**config.mk**
```make
export PLATFORM = sky130hd
export DESIGN_NAME = irq_prio_ctrl
export DESIGN_NICKNAME = d
export VERILOG_FILES = /design/src/rtl/irq_pkg.sv /design/src/rtl/irq_level_sel.sv /design/src/rtl/irq_pick.sv /design/src/rtl/irq_isr.sv /design/src/rtl/irq_prio_ctrl.sv
export SDC_FILE = /design/constraint.sdc
export NUM_CORES = 1
export LEC_CHECK = 0
export ABC_AREA = 1
export BUFFER_PORTS_ARGS = -buffer_cell sky130_fd_sc_hd__buf_4
export CAP_MARGIN = 5
export CORE_MARGIN = 8
export CORE_UTILIZATION = 50
export CTS_BUF_LIST = sky130_fd_sc_hd__clkbuf_8
export DETAILED_ROUTE_END_ITERATION = 8
export PLACE_DENSITY_LB_ADDON = 0.3
export SLEW_MARGIN = 10
export SYNTH_ARGS = -nofsm -noshare
export SYNTH_HDL_FRONTEND = slang
export SYNTH_SLANG_ARGS = --single-unit
```
**constraint.sdc**
```tcl
create_clock -name clk -period 5.6 [get_ports clk]
set_input_delay 0.28 -clock clk [delete_from_list [all_inputs] [get_ports clk]]
set_output_delay 0.28 -clock clk [all_outputs]
set_load 0.005 [all_outputs]
```
**src/rtl/irq_pkg.sv**
```systemverilog
package irq_pkg;
    localparam int LVL_W   = 2;
    localparam int NUM_LVL = 1 << LVL_W;

    typedef logic [LVL_W-1:0]   lvl_t;
    typedef logic [NUM_LVL-1:0] isr_t;

    typedef struct packed {
        isr_t active;
    } svc_state_t;
endpackage

```
**src/rtl/irq_level_sel.sv**
```systemverilog
module irq_level_sel
    import irq_pkg::*;
#(
    parameter int N = 13
) (
    input  logic [N-1:0]        req_i,
    input  logic [N-1:0]        en_i,
    input  logic                glob_en_i,
    input  logic [N-1:0]        prio_hi_i,
    input  logic [N-1:0]        prio_lo_i,
    input  isr_t                isr_i,
    output logic [N-1:0][LVL_W-1:0] lvl_o,
    output logic [N-1:0]        elig_o
);
    lvl_t top_lvl;
    logic any_active;

    always_comb begin
        top_lvl    = '0;
        any_active = |isr_i;
        for (int l = 0; l < NUM_LVL; l++) begin
            if (isr_i[l]) top_lvl = lvl_t'(l);
        end
    end

    for (genvar g = 0; g < N; g++) begin : g_src
        assign lvl_o[g]  = {prio_hi_i[g], prio_lo_i[g]};
        assign elig_o[g] = req_i[g] & en_i[g] & glob_en_i &
                           (!any_active || (lvl_o[g] > top_lvl));
    end
endmodule

```
**src/rtl/irq_pick.sv**
```systemverilog
module irq_pick
    import irq_pkg::*;
#(
    parameter int N     = 13,
    parameter int IDX_W = $clog2(N)
) (
    input  logic                clk,
    input  logic                rst_n,
    input  logic [N-1:0]        elig_i,
    input  logic [N-1:0][LVL_W-1:0] lvl_i,
    output logic                found_o,
    output logic [IDX_W-1:0]    idx_o,
    output lvl_t                lvl_o
);
    always_comb begin
        found_o = 1'b0;
        idx_o   = '0;
        lvl_o   = '0;
        for (int l = 0; l < NUM_LVL; l++) begin
            for (int i = N - 1; i >= 0; i--) begin
                if (elig_i[i] && lvl_i[i] == lvl_t'(l)) begin
                    found_o = 1'b1;
                    idx_o   = IDX_W'(i);
                    lvl_o   = lvl_t'(l);
                end
            end
        end
    end


    winner_eligible_chk: assert property (@(posedge clk) disable iff (!rst_n)
        found_o |-> elig_i[idx_o]);


    winner_level_chk: assert property (@(posedge clk) disable iff (!rst_n)
        found_o |-> (lvl_i[idx_o] == lvl_o));
endmodule

```
**src/rtl/irq_isr.sv**
```systemverilog
module irq_isr
    import irq_pkg::*;
(
    input  logic clk,
    input  logic rst_n,
    input  logic take_i,
    input  lvl_t take_lvl_i,
    input  logic reti_i,
    output isr_t isr_o
);
    svc_state_t st_d, st_q;
    isr_t       top_oh;

    always_comb begin
        top_oh = '0;
        for (int l = 0; l < NUM_LVL; l++) begin
            if (st_q.active[l]) top_oh = isr_t'(1) << l;
        end
        st_d = st_q;
        if (reti_i) st_d.active = st_d.active & ~top_oh;
        if (take_i) st_d.active = st_d.active | (isr_t'(1) << take_lvl_i);
    end

    always_ff @(posedge clk) begin
        if (!rst_n) st_q <= '0;
        else        st_q <= st_d;
    end

    assign isr_o = st_q.active;


    accept_grows_chk: assert property (@(posedge clk) disable iff (!rst_n)
        (take_i && !reti_i) |=> ($countones(st_q.active) == $countones($past(st_q.active)) + 1));


    reti_shrinks_chk: assert property (@(posedge clk) disable iff (!rst_n)
        (reti_i && !take_i && |st_q.active) |=>
            ($countones(st_q.active) + 1 == $countones($past(st_q.active))));
endmodule

```
**src/rtl/irq_prio_ctrl.sv**
```systemverilog
module irq_prio_ctrl
    import irq_pkg::*;
#(
    parameter int          NUM_SRC   = 13,
    parameter int          IDX_W     = $clog2(NUM_SRC),
    parameter int          VEC_W     = 16,
    parameter logic [15:0] VEC_BASE  = 16'h0003,
    parameter int          VEC_STEP  = 8,
    parameter logic [12:0] WAKE_MASK = 13'h00FF
) (
    input  logic               clk,
    input  logic               rst_n,
    input  logic [NUM_SRC-1:0] req_i,
    input  logic [NUM_SRC-1:0] en_i,
    input  logic               glob_en_i,
    input  logic [NUM_SRC-1:0] prio_hi_i,
    input  logic [NUM_SRC-1:0] prio_lo_i,
    input  logic               ack_i,
    input  logic               reti_i,
    output logic               irq_o,
    output logic [VEC_W-1:0]   vec_o,
    output logic [IDX_W-1:0]   src_o,
    output logic               wake_o
);
    logic [NUM_SRC-1:0][LVL_W-1:0] lvl;
    logic [NUM_SRC-1:0]            elig;
    logic                          found;
    logic [IDX_W-1:0]              win_idx;
    lvl_t                          win_lvl;
    isr_t                          isr;

    irq_level_sel #(.N(NUM_SRC)) u_sel (
        .req_i(req_i), .en_i(en_i), .glob_en_i(glob_en_i),
        .prio_hi_i(prio_hi_i), .prio_lo_i(prio_lo_i),
        .isr_i(isr), .lvl_o(lvl), .elig_o(elig)
    );

    irq_pick #(.N(NUM_SRC), .IDX_W(IDX_W)) u_pick (
        .clk(clk), .rst_n(rst_n), .elig_i(elig), .lvl_i(lvl),
        .found_o(found), .idx_o(win_idx), .lvl_o(win_lvl)
    );

    irq_isr u_isr (
        .clk(clk), .rst_n(rst_n), .take_i(ack_i & found),
        .take_lvl_i(win_lvl), .reti_i(reti_i), .isr_o(isr)
    );

    assign irq_o  = found;
    assign src_o  = win_idx;
    assign vec_o  = VEC_BASE + VEC_W'(VEC_STEP) * VEC_W'(win_idx);
    assign wake_o = |(req_i & en_i & WAKE_MASK[NUM_SRC-1:0]);


    glob_mask_chk: assert property (@(posedge clk) disable iff (!rst_n)
        !glob_en_i |-> !irq_o);


    enabled_win_chk: assert property (@(posedge clk) disable iff (!rst_n)
        irq_o |-> (req_i[src_o] && en_i[src_o]));


    top_level_block_chk: assert property (@(posedge clk) disable iff (!rst_n)
        isr[NUM_LVL-1] |-> !irq_o);
endmodule

```
==> run_results.csv <==
group,metric,value,unit
global_route,grt_pass1_vias,2396,
place,place_hpwl,5268,µm
logic_synthesis,synth_common_cells,"nand2_1, inv_1, nand3_1",
run,maxCapViolCount,0,
timing,fin_tns_setup,0,ns
drt,drc,0,
clock_network,numCtsBuffers,3,
min_path,hold_depth,3,
run_status,status,"completed",
logic_synthesis,synth_top_area_frac,0.2297,
timing,finalHoldViolations,0,
finish,stdcell_area,2605,µm²
global_route,grt_max_degree,17,
logic_synthesis,synthFlopType,"dfxtp_1",
place,place_inst,501,
finish,largest_reg_flops,4,
clock_network,cts_sinks,4,
min_path,hold_path_class,"in2reg",
finish,drive_above_1_share,0.1784,
worst_setup_path,worst_path_largest_cell_delay,0.45,ns
logic_synthesis,yosys_warnings,0,
timing,setup_viol,0,
clock_network,clockBufferDepth,2,
finish,final_nets,539,
timing,slew_headroom,0.6413,
clock_network,hold_buffers,0,
logic_synthesis,synth_edf_count,0,
global_route,overflow,0,
logic_synthesis,synth.most_common_cell,"nand2_1",
worst_setup_path,path_common_cell,"nand2_1",
clock_network,root_buffer,"clkbuf_8",
worst_setup_path,rr_worst_depth,16,
timing,period_needed,4.658,ns
die,fp.dieW,80.69,µm
timing,rsz0062_at_grt,"false",
clock_network,h-tree-depth,1,
power,total_leakage_power,1.646,nW
die,io_pins,79,
place,placed_area,2564,µm²
drt,drt-total-wl,6078,µm
place,gp_congestion,0.9210,
logic_synthesis,syn_area,2092,µm²
finish,instances_no_fill,504,
worst_setup_path,r2r_slack,2.33,ns
drt,detail-route-antenna-nets,0,
logic_synthesis,syn_avg_cell_area,5.350,µm²
place,portBuffers,66,
global_route,grt_pass1_wl,10150,µm
finish,syn_to_final_growth,24.52,%
drt,wl_per_cell,12.06,µm
die,die_h,80.69,µm
finish,antenna_cells,0,
worst_setup_path,critPathLaunchType,"flop",
worst_setup_path,worstPathRequired,5.32,ns
clock_network,post_cts_buffers,0,
clock_network,clk-insertion-delay-late,0.21,ns
logic_synthesis,synth.distinct_cells,34,
worst_setup_path,worstPathMaxFanout,16,
power,power_density,149.9,nW/µm²
clock_network,post_cts_resized,0,
min_path,min-delay-start,"rst_n",
die,initial_utilization,0.5193,
timing,fin_skew,0.003715,ns
clock_network,clk_pin_slew,0.03,ns
logic_synthesis,ys_seq_area_frac,0.03828,
drt,drtPass1Iterations,4,
timing,fmax,214.7,MHz
worst_setup_path,crit_buf_inv,3,
logic_synthesis,synthCells,391,
timing,final.period_utilization,0.8318,
global_route,gr-usage-all-layers,0.1856,
die,rows,23,
worst_setup_path,arrival,4.38,ns
logic_synthesis,synthArstFlopShare,0,
global_route,antenna_found_initial,0,
logic_synthesis,synthTopCellsByArea,"nand2_1, ha_1, nand3_1",
worst_setup_path,worst-setup-path-type,"reg2out",
clock_network,cts_tree,"done",
drt,drt-initial-drc-count,160,
timing,drv_slew,0,
drt,vias_per_cell,5.058,
die,die-area,6510,µm²
worst_setup_path,r2r-start,"u_isr.isr_o[2]$_SDFF_PN0_",
power,worst_ir_drop_vdd,0.05373,mV
timing,tightest_slew,0.5367,ns
logic_synthesis,synth_area_leader_cell,"nand2_1",
worst_setup_path,end_kind,"output port",
drt,vias,2549,
worst_setup_path,slowest_stage,"nor2_4",
worst_setup_path,reg2reg_to,"u_isr.isr_o[0]$_SDFF_PN0_",
die,core_region_area,4029,µm²
min_path,min_to,"u_isr.isr_o[1]$_SDFF_PN0_",
worst_setup_path,worst_path_dominant_cell_family,"simple AND/OR/NAND/NOR gates",
logic_synthesis,ys_ff_latch,4,
[how the worst max path moves through the flow]
stage / cells after the start / endpoint / startpoint / slack, ns
after floorplan: 53 / vec_o[3] / u_isr.isr_o[1]$_SDFF_PN0_ / 1.43
after global placement: 52 / vec_o[3] / u_isr.isr_o[2]$_SDFF_PN0_ / 1.32
after detailed placement: 52 / vec_o[3] / u_isr.isr_o[2]$_SDFF_PN0_ / 1.22
after CTS: 52 / vec_o[3] / u_isr.isr_o[2]$_SDFF_PN0_ / 0.98
after global routing: 52 / src_o[0] / u_isr.isr_o[2]$_SDFF_PN0_ / 0.35
final: 52 / vec_o[3] / u_isr.isr_o[2]$_SDFF_PN0_ / 0.94
[power breakdown]
part	leakage, nW	internal [mW]	switching (mW)
Combinational	1.59	0.128	0.169
Sequential	0.0326	0.0315	0.00223
Clock	0.0216	0.0458	0.0140
Total	1.65	0.205	0.185
[cell families after synthesis]
logic type	Yosys count	share of synthesized area
AND/OR/NAND/NOR	233	0.4785
buffers and inverters	79	0.1740
AO/OA/AOI/OAI	47	0.1501
adder cells (fa/ha/maj)	26	0.1555
flip-flops	4	0.03828
other	2	0.003590
[metrics by stage]
stage	hold slack, ns	utilization	power [mW]	worst slack (ns)
5_1_grt	0.3579	0.6466	0.4408	0.3512
3_3_place_gp	0.4567	0.6363	0.3210	1.320
6_report	0.3281	0.6466	0.3905	0.9419
2_1_floorplan	0.4397	-	0.2424	1.429
4_1_cts	0.3259	0.6466	0.3933	0.9785
3_5_place_dp	0.4631	0.6363	0.3305	1.222
[area by class of cell]
class	instances	area [µm²]
timing repair buffer	67	503.0
inverter	62	232.7
sequential	4	80.08
fill	434	1424
clock buffer	3	41.29
multi-input combinational	318	1685
tap	50	62.56
[worst min-delay path, delay by kind of cell]
| kind | cells | cell delay, ns |
|---|---|---|
| buf+inv | 2 | 0.13 |
| simple gates | 1 | 0.09 |
[cell usage in the layout, fill, tap and decap left out]
cell type,instances
a211oi_2,3
a211oi_4,1
a21boi_0,3
a21oi_1,9
a21oi_2,1
a311oi_1,1
a31oi_1,6
buf_4,67
clkbuf_8,3
clkinv_1,1
conb_1,12
dfxtp_1,4
ha_1,26
inv_1,60
inv_2,1
nand2_1,128
nand2_4,1
nand3_1,46
nand3_2,1
nand3b_1,1
nand4_1,6
nand4_2,1
nor2_1,39
nor2_4,1
nor3_1,4
nor3b_1,1
nor4_1,2
o211ai_1,2
o21ai_0,16
o21bai_1,3
o31ai_1,1
o32ai_1,1
or2_2,1
or4_1,1
[per-layer routing]
metal / wire, µm / global-route usage / vias up / share of wire
met5: 0 / 0 / - / 0
met4: 64 / 0.04286 / 0 / 0.011
met3: 327 / 0.01451 / 6 / 0.054
met2: 2928 / 0.3312 / 69 / 0.48
met1: 2757 / 0.2329 / 1097 / 0.45
li1: - / - / 1377 / -
No activity file was read; power rests on OpenSTA's default activity.
